File: src/rtl/cap_bar_display.sv
module cap_bar_display #(
  parameter int CAP_W           = 16,
  parameter int MUX_PERIOD_MS   = 10,
  parameter int BANK_ON_MS      = 3,
  parameter int BANK_B_OFS      = 5,
  parameter int BLINK_PERIOD_MS = 250,
  parameter int WINDOW_MS       = 4000,
  parameter int NSEG            = 5
) (
  input  logic             clk,
  input  logic             rst_n,
  input  logic             tick_ms,
  input  logic [CAP_W-1:0] avail,
  input  logic [CAP_W-1:0] full,
  input  logic             charging,
  input  logic             edv1,
  input  logic             edvf,
  input  logic [1:0]       mode,
  output logic [NSEG-1:0]  seg_n,
  output logic             com_en
);

  localparam int MUX_W  = $clog2(MUX_PERIOD_MS);
  localparam int BLK_W  = $clog2(BLINK_PERIOD_MS);
  localparam int WIN_W  = $clog2(WINDOW_MS + 1);
  localparam int PROD_W = CAP_W + $clog2(NSEG + 1);

  localparam logic [MUX_W-1:0] MUX_LAST = MUX_W'(MUX_PERIOD_MS - 1);
  localparam logic [MUX_W-1:0] A_END    = MUX_W'(BANK_ON_MS);
  localparam logic [MUX_W-1:0] B_BEG    = MUX_W'(BANK_B_OFS);
  localparam logic [MUX_W-1:0] B_END    = MUX_W'(BANK_B_OFS + BANK_ON_MS);
  localparam logic [BLK_W-1:0] BLK_LAST = BLK_W'(BLINK_PERIOD_MS - 1);
  localparam logic [BLK_W-1:0] BLK_HALF = BLK_W'(BLINK_PERIOD_MS / 2);
  localparam logic [WIN_W-1:0] WIN_LOAD = WIN_W'(WINDOW_MS);

  localparam logic [1:0] MODE_TIMED  = 2'b00;
  localparam logic [1:0] MODE_CHARGE = 2'b01;

  logic [MUX_W-1:0] mux_cnt;
  logic [BLK_W-1:0] blink_cnt;
  logic [WIN_W-1:0] win_cnt;
  logic             timed_q;

  wire timed_now   = (mode == MODE_TIMED);
  wire timed_entry = timed_now && !timed_q;

  always_ff @(posedge clk or negedge rst_n) begin
    if (!rst_n) begin
      mux_cnt   <= '0;
      blink_cnt <= '0;
      win_cnt   <= '0;
      timed_q   <= 1'b0;
    end else begin
      timed_q <= timed_now;
      if (tick_ms) begin
        mux_cnt   <= (mux_cnt == MUX_LAST) ? '0 : mux_cnt + 1'b1;
        blink_cnt <= (blink_cnt == BLK_LAST) ? '0 : blink_cnt + 1'b1;
      end
      if (timed_entry)
        win_cnt <= WIN_LOAD;
      else if (tick_ms && win_cnt != '0)
        win_cnt <= win_cnt - 1'b1;
    end
  end

  wire bank_a   = mux_cnt < A_END;
  wire bank_b   = (mux_cnt >= B_BEG) && (mux_cnt < B_END);
  wire blink_on = blink_cnt < BLK_HALF;

  logic enabled;
  always_comb begin
    case (mode)
      MODE_TIMED:  enabled = (win_cnt != '0);
      MODE_CHARGE: enabled = charging;
      default:     enabled = 1'b0;
    endcase
  end

  wire disp_on = enabled && !edvf;

  wire [PROD_W-1:0] scaled_avail = PROD_W'(avail) * PROD_W'(NSEG);
  logic [NSEG-1:0] seg_on;

  for (genvar k = 0; k < NSEG; k++) begin : g_seg
    wire [PROD_W-1:0] thresh = PROD_W'(full) * PROD_W'(k);
    wire lit  = scaled_avail > thresh;
    wire bank = (k % 2 == 0) ? bank_a : bank_b;
    if (k == 0) begin : g_low
      assign seg_on[k] = bank && (edv1 ? blink_on : lit);
    end else begin : g_rest
      assign seg_on[k] = bank && lit;
    end
  end

  always_ff @(posedge clk or negedge rst_n) begin
    if (!rst_n) begin
      seg_n  <= '1;
      com_en <= 1'b0;
    end else begin
      seg_n  <= ~(seg_on & {NSEG{disp_on}});
      com_en <= disp_on && (bank_a || bank_b);
    end
  end

  a_r3_empty_dark: assert property (@(posedge clk) disable iff (!rst_n)
    edvf |=> (seg_n == '1 && !com_en));

  a_r5_off_mode_dark: assert property (@(posedge clk) disable iff (!rst_n)
    mode[1] |=> (seg_n == '1 && !com_en));

  a_r6_no_charge_dark: assert property (@(posedge clk) disable iff (!rst_n)
    (mode == MODE_CHARGE && !charging) |=> !com_en);

  a_r8_banks_apart: assert property (@(posedge clk) disable iff (!rst_n)
    !((~seg_n[0] | ~seg_n[2] | ~seg_n[4]) && (~seg_n[1] | ~seg_n[3])));

  a_r9_sink_needs_source: assert property (@(posedge clk) disable iff (!rst_n)
    (seg_n != '1) |-> com_en);

endmodule

File: config.mk
export PLATFORM = sky130hd
export DESIGN_NAME = cap_bar_display
export DESIGN_NICKNAME = d
export VERILOG_FILES = /design/src/rtl/cap_bar_display.sv
export SDC_FILE = /design/constraint.sdc
export NUM_CORES = 1
export LEC_CHECK = 0
export BUFFER_PORTS_ARGS = -buffer_cell sky130_fd_sc_hd__buf_4
export CAP_MARGIN = 5
export CORE_MARGIN = 1
export CORE_UTILIZATION = 40
export CTS_BUF_LIST = sky130_fd_sc_hd__clkbuf_8
export CTS_CLUSTER_SIZE = 12
export DETAILED_ROUTE_END_ITERATION = 12
export GPL_TIMING_DRIVEN = 0
export PLACE_DENSITY = 0.68
export SLEW_MARGIN = 20
export SYNTH_ARGS = -nofsm -noshare
export SYNTH_HDL_FRONTEND = slang
export SYNTH_SLANG_ARGS = --single-unit
File: constraint.sdc
create_clock -name clk -period 2.3 [get_ports clk]
set_input_delay 0.46 -clock clk [delete_from_list [all_inputs] [get_ports clk]]
set_output_delay 0.46 -clock clk [all_outputs]
set_load 0.01 [all_outputs]
==> results of run 1 <==
worst reg2reg max path, stage by stage, from the launching register on:
cell and delay [ns]:
dfrtp_1 0.38, or4_4 0.54, or4_4 0.54, a21oi_4 0.15, or4_4 0.16, nor2_2 0.05, nand3b_1 0.10, xor2_1 0.15
nand2_1 0.07
flip-flops by register name, summed over array words and instances (netlist names):
register	cells
mux_cnt	4
seg_n	5
win_cnt	12
timed_q	1
blink_cnt	8
com_en	1
logic make-up after synthesis:
family / Yosys count / share of synthesized area (%)
AND/OR/NAND/NOR: 148 / 18.66
AO/OA/AOI/OAI: 140 / 19.84
adder cells (fa/ha/maj): 115 / 32.44
XOR/XNOR: 40 / 7.824
buffers and inverters: 37 / 3.101
flip-flops: 31 / 17.46
multiplexers: 3 / 0.6706
cells in the mapped netlist, drive strengths merged, types with 7 or more instances:
cell type,instances,area [um2]
xor2,14,122.6
ha,112,1401
nor3,16,80.08
nand3,11,55.05
inv,33,123.9
nand2,27,101.4
a211oi,8,60.06
a21o,26,196.4
a21oi,45,229.0
o21ai,30,150.1
nor2,26,100.1
nor2b,7,43.79
xnor2,26,227.7
nand4,17,106.4
and3,9,57.56
dfrtp,26,650.6
o21bai,7,52.55
repair_timing:
| action | in CTS | in global routing |
|---|---|---|
| endpoints found under the setup margin | 7 | 11 |
| gates cloned | 0 | 0 |
| resized for setup | 48 | 19 |
| endpoints found under the hold margin | 0 | 0 |
| buffers inserted | 20 | 2 |
| pin swaps | 51 | 21 |
power by group through the flow:
| stage | registers [mW] | clock network [mW] | logic [mW] |
|---|---|---|---|
| after floorplan | 0.845 | 0 | 1.41 |
| after global placement | 0.870 | 0 | 1.79 |
| after detailed placement | 0.880 | 0 | 1.88 |
| after CTS | 0.864 | 0.476 | 2.19 |
| after global routing | 0.895 | 0.503 | 2.56 |
| final | 0.872 | 0.463 | 2.28 |
layer usage:
metal	wire, um	global-route usage (%)	up-vias
li1	-	-	2062
met1	5085	25.07	1973
met2	5726	39.19	72
met3	263	2.058	18
met4	221	5.773	0
met5	0	0	-
final timing paths:
path | from | to | slack [ns] | depth (start not counted)
worst max-delay path | avail[1] | seg_n[3] | -1.41 | 16
worst min-delay path | rst_n | win_cnt[3] | 0.09 | 1
worst max register to register | win_cnt[9] | win_cnt[9] | 0.05 | 8
worst min register to register | blink_cnt[6] | blink_cnt[6] | 0.49 | 1
max in group asynchronous | rst_n | seg_n[3] | 1.87 | 1
min in group clk | mode[1] | timed_q | 0.36 | 2
cell type report:
cell class	count	share of cell area [%]
Inverter	33	2.159
Tap cell	140	3.053
Sequential cell	31	13.63
Timing Repair Buffer	66	9.051
Clock buffer	7	1.679
Multi-Input combinational cell	446	70.10
Clock inverter	1	0.06543
Buffer	4	0.2617
==> flow_summary.toml, run 1 <==
[outcome]
outcome = "finished, violations left"
violations = "negative setup slack"

[clock_network]
clk_latency_ns = 0.28
clock-sinks = 31
cts_max_level = 2
cts.path.max_buffers = 2
clkTransAtPathRegs_ns = 0.07
postCtsHoldBufs = 0
cts_tree = "done"
root_buffer = "clkbuf_8"
cts_made_buffers = 5

[placement]
dpl_worst_slack_ns = -1.996
post_dp_cell_area_um2 = 5081
dp_cells = 698
gp_congestion = 0.8313
portBuffers = 44
place_hpwl_um = 9027

[worst_setup_path]
slowest_delay_ns = 0.35
critPathKind = "input port to register"
end_kind = "register"
cp_slowest_cell = "fa_2"
critPathRequiredTime_ns = 2.49
critPathBufInv = 1
path_common_cell = "ha_4"
cp-start-kind = "input port"
crit_fanout = 3
crit_arrival_ns = 3.90
crit_chain = "buf_12 -> ha_4 -> ha_4 -> fa_2 -> a21o_4 -> a221oi_4 -> o211ai_1 -> a21o_1 -> a21oi_4 -> o21ai_2 -> xor2_1 -> ha_1 -> nand4_1 -> o31ai_1 -> a211oi_1 -> a311o_1"
critical_path.top_delay_family = "compound AO/OA/AOI/OAI gates"

[synth]
syn_area_um2 = 4478
netlist_instances = 514
ys_types = 60
ys_seq_elements = 31
synth_seq_area_share_pct = 17.46
syn_avg_cell_area_um2 = 8.712
synth_nets = 668
synth_edf_count = 0
synth_flop_cell = "dfrtp_1"
yosys_warnings = 0
synthArstFlopShare_pct = 100.0

[sta]
fin_ws_ns = -1.409
worst_slew_margin_rel_pct = 49.97
hold_violations = 0
fin_crit_ns = 3.709
drv_slew = 0
hold_slack_ns = 0.09404
fin_crit_sh_pct = 161.2
setup_viol = 5
rsz0062_at_grt = "true"
tightest_slew_ns = 0.7447
final.setup_skew_ns = 0.009376
setup_tns_ns = -5.781
max_freq_mhz = 269.6

[routing]
drc = 0
via_count = 4125
vias_per_cell = 5.666
avgRoutedWirePerCell_um = 15.52
ant_nets = 0
drt-initial-drc-count = 163
drt_wl_total_um = 11300
first_pass_iters = 4

[power]
peakVddDrop_mv = 0.4363
p_clk_share_pct = 12.8
total_power_mw = 3.612
p_comb_share_pct = 63.1
p_int_mw = 2.067
powerDensity_nw_per_um2 = 629.7
p_leak_nw = 2.655
p_sw_share_pct = 42.78
pwr-share-seq_pct = 24.1
p_sw_mw = 1.545

[grt]
grt_max_degree = 32
overflow = 0
antenna_found_initial = 0
grt_usage_pct = 20.94
grt_pass1_wl_um = 19640
grt_pass1_vias = 4299

[cells_and_area]
fillers = 984
fin_nets = 741
antenna-diode-count = 0
final_cell_count_no_fill = 728
design_area_um2 = 5737
final_cell_mix = "ha_1, buf_4, a21oi_1"
final_common_cell = "ha_1"
drive_gt1_share_pct = 25.68
multi_input_area_um2 = 4021
seq_area_um2 = 782.0
final_util_pct = 52.69
synthToLayoutAreaGrowth_pct = 28.11

[min_path]
hold_path.class = "input port to async pin"

[floorplanning]
die_h_um = 107.8
fp.dieW_um = 107.8
io_pins = 46
initial_utilization_pct = 41.13
die-area_um2 = 11620
core-area_um2 = 10890
rows = 38

[flow_run]
maxCapViolCount = 0
Power figures use the tool's default switching activity.
==> inputs of run 2 (changes only) <==
==> constraint.sdc (replaced) <==
create_clock -name clk -period 2.3 [get_ports clk]
set_input_delay 0.23 -clock clk [delete_from_list [all_inputs] [get_ports clk]]
set_output_delay 0.23 -clock clk [all_outputs]
set_load 0.01 [all_outputs]
==> run 2 against run 1 <==
Effect of this change:
- critical path type unchanged
- global-route usage stayed put
- core utilization rose by 0.092 points
- combinational power about the same
- cell count is 0.14% higher
- the run still ends with negative setup slack left
- highest routed layer unchanged
==> flow_summary.toml, run 2 (synthesis results as in run 1) <==
[grt]
overflow = 0
grt_max_degree = 32
grt_pass1_vias = 4299
grt_usage_pct = 20.94
antenna_found_initial = 0
grt_pass1_wl_um = 19640

[min_path]
hold_path.class = "input port to register"
hp-start = "mode[1]"

[power]
p_comb_share_pct = 63.1
p_sw_share_pct = 42.76
total_power_mw = 3.613
powerDensity_nw_per_um2 = 628.8
peakVddDrop_mv = 0.4741
p_sw_mw = 1.545
p_clk_share_pct = 12.8
p_int_mw = 2.068
pwr-share-seq_pct = 24.1
p_leak_nw = 2.659

[worst_setup_path]
cp-start-kind = "input port"
end_kind = "register"
critPathRequiredTime_ns = 2.49
crit_fanout = 3
reg2reg_from = "win_cnt[9]"
critPathKind = "input port to register"
crit_start = "avail[1]"
crit_arrival_ns = 3.67

[placement]
place_hpwl_um = 9027
dpl_worst_slack_ns = -1.766
gp_congestion = 0.8313
portBuffers = 44

[floorplanning]
die-area_um2 = 11620
io_pins = 46
core-area_um2 = 10890
die_h_um = 107.8
initial_utilization_pct = 41.13
fp.dieW_um = 107.8
rows = 38

[clock_network]
cts.path.max_buffers = 2
root_buffer = "clkbuf_8"
cts_tree = "done"
cts_max_level = 2
cts_made_buffers = 5
clk_latency_ns = 0.28
clock-sinks = 31
clkTransAtPathRegs_ns = 0.06

[routing]
ant_nets = 0
via_count = 4132
drt-initial-drc-count = 172
drt_wl_total_um = 11300
drc = 0
vias_per_cell = 5.668
avgRoutedWirePerCell_um = 15.50
first_pass_iters = 4

[sta]
fin_crit_sh_pct = 151.3
fin_crit_ns = 3.479
tightest_slew_ns = 0.7447
drv_slew = 0
setup_viol = 5
worst_slew_margin_rel_pct = 49.97
hold_violations = 0
max_freq_mhz = 287.4
rsz0062_at_grt = "true"
final.setup_skew_ns = 0.009360
fin_ws_ns = -1.179

[cells_and_area]
drive_gt1_share_pct = 25.64
fillers = 985
reg.largest.list = "win_cnt (12), blink_cnt (8), seg_n (5)"
fin_nets = 742
regMostFlops = "win_cnt"
final_cell_mix = "ha_1, buf_4, a21oi_1"
synthToLayoutAreaGrowth_pct = 28.33
largest_reg_flops = 12
final_common_cell = "ha_1"
antenna-diode-count = 0

[outcome]
violations = "negative setup slack"
outcome = "finished, violations left"

[flow_run]
maxCapViolCount = 0
run 2: what timing repair did:
action,in CTS,in global routing
hold endpoints to repair,26,0
hold buffers,1,0
setup endpoints to repair,7,11
pin swaps,51,21
buffers inserted,20,2
resized for setup,48,19
run 2: critical path, cell delays in order:
cell and delay [ns]:
buf_12 0.10, ha_4 0.23, ha_4 0.16, fa_2 0.35, a21o_4 0.22, a221oi_4 0.31, o211ai_1 0.15, a21o_1 0.24
a21oi_4 0.22, o21ai_2 0.10, xor2_1 0.18, ha_1 0.32, nand4_1 0.16, o31ai_1 0.26, a211oi_1 0.08, a311o_1 0.35
run 2: worst paths after layout:
| path | to | slack [ns] | depth (start not counted) |
|---|---|---|---|
| hold reg to reg | blink_cnt[6] | 0.49 | 1 |
| min in group asynchronous | win_cnt[3] | 0.41 | 2 |
| setup / recovery | seg_n[3] | -1.18 | 16 |
| max in group asynchronous | seg_n[3] | 1.56 | 2 |
| setup reg to reg | win_cnt[9] | 0.05 | 8 |
| hold / removal | timed_q | 0.13 | 2 |
run 2: per-layer routing:
metal / part of all wire [%] / vias up / global-route usage (%)
met5: 0 / - / 0
met3: 2.4 / 18 / 2.058
met4: 2.0 / 0 / 5.773
met2: 51 / 76 / 39.19
li1: - / 2065 / -
met1: 45 / 1973 / 25.07
run 2: layout make-up:
type / count / area (um2) / share of cell area (%)
sequential: 31 / 782.0 / 13.61
buffer: 4 / 15.01 / 0.2613
clock inverter: 1 / 3.754 / 0.06532
tap: 140 / 175.2 / 3.048
timing repair buffer: 67 / 529.3 / 9.210
inverter: 33 / 123.9 / 2.155
clock buffer: 7 / 96.34 / 1.676
multi-input combinational: 446 / 4021 / 69.98
run 2: through the flow:
stage               util (%)  instances  area [um2]  TNS [ns]  hold slack (ns)
floorplan                  -        514        4576    -4.310         -0.06559
global placement       46.67        698        5081    -7.197           0.1791
detailed placement     46.67        698        5081    -7.250           0.1852
CTS                    51.93        727        5654    -4.520           0.1098
global route           52.78        729        5747    -5.268           0.1258
finish                 52.78        729        5747    -4.632           0.1272
run 2: power groups by stage:
| stage | sequential, mW | combinational (mW) | clock [mW] |
|---|---|---|---|
| 6_report | 0.871 | 2.28 | 0.463 |
| 5_1_grt | 0.895 | 2.56 | 0.503 |
| 4_1_cts | 0.864 | 2.19 | 0.476 |
| 3_5_place_dp | 0.880 | 1.88 | 0 |
| 3_3_place_gp | 0.870 | 1.79 | 0 |
| 2_1_floorplan | 0.845 | 1.41 | 0 |
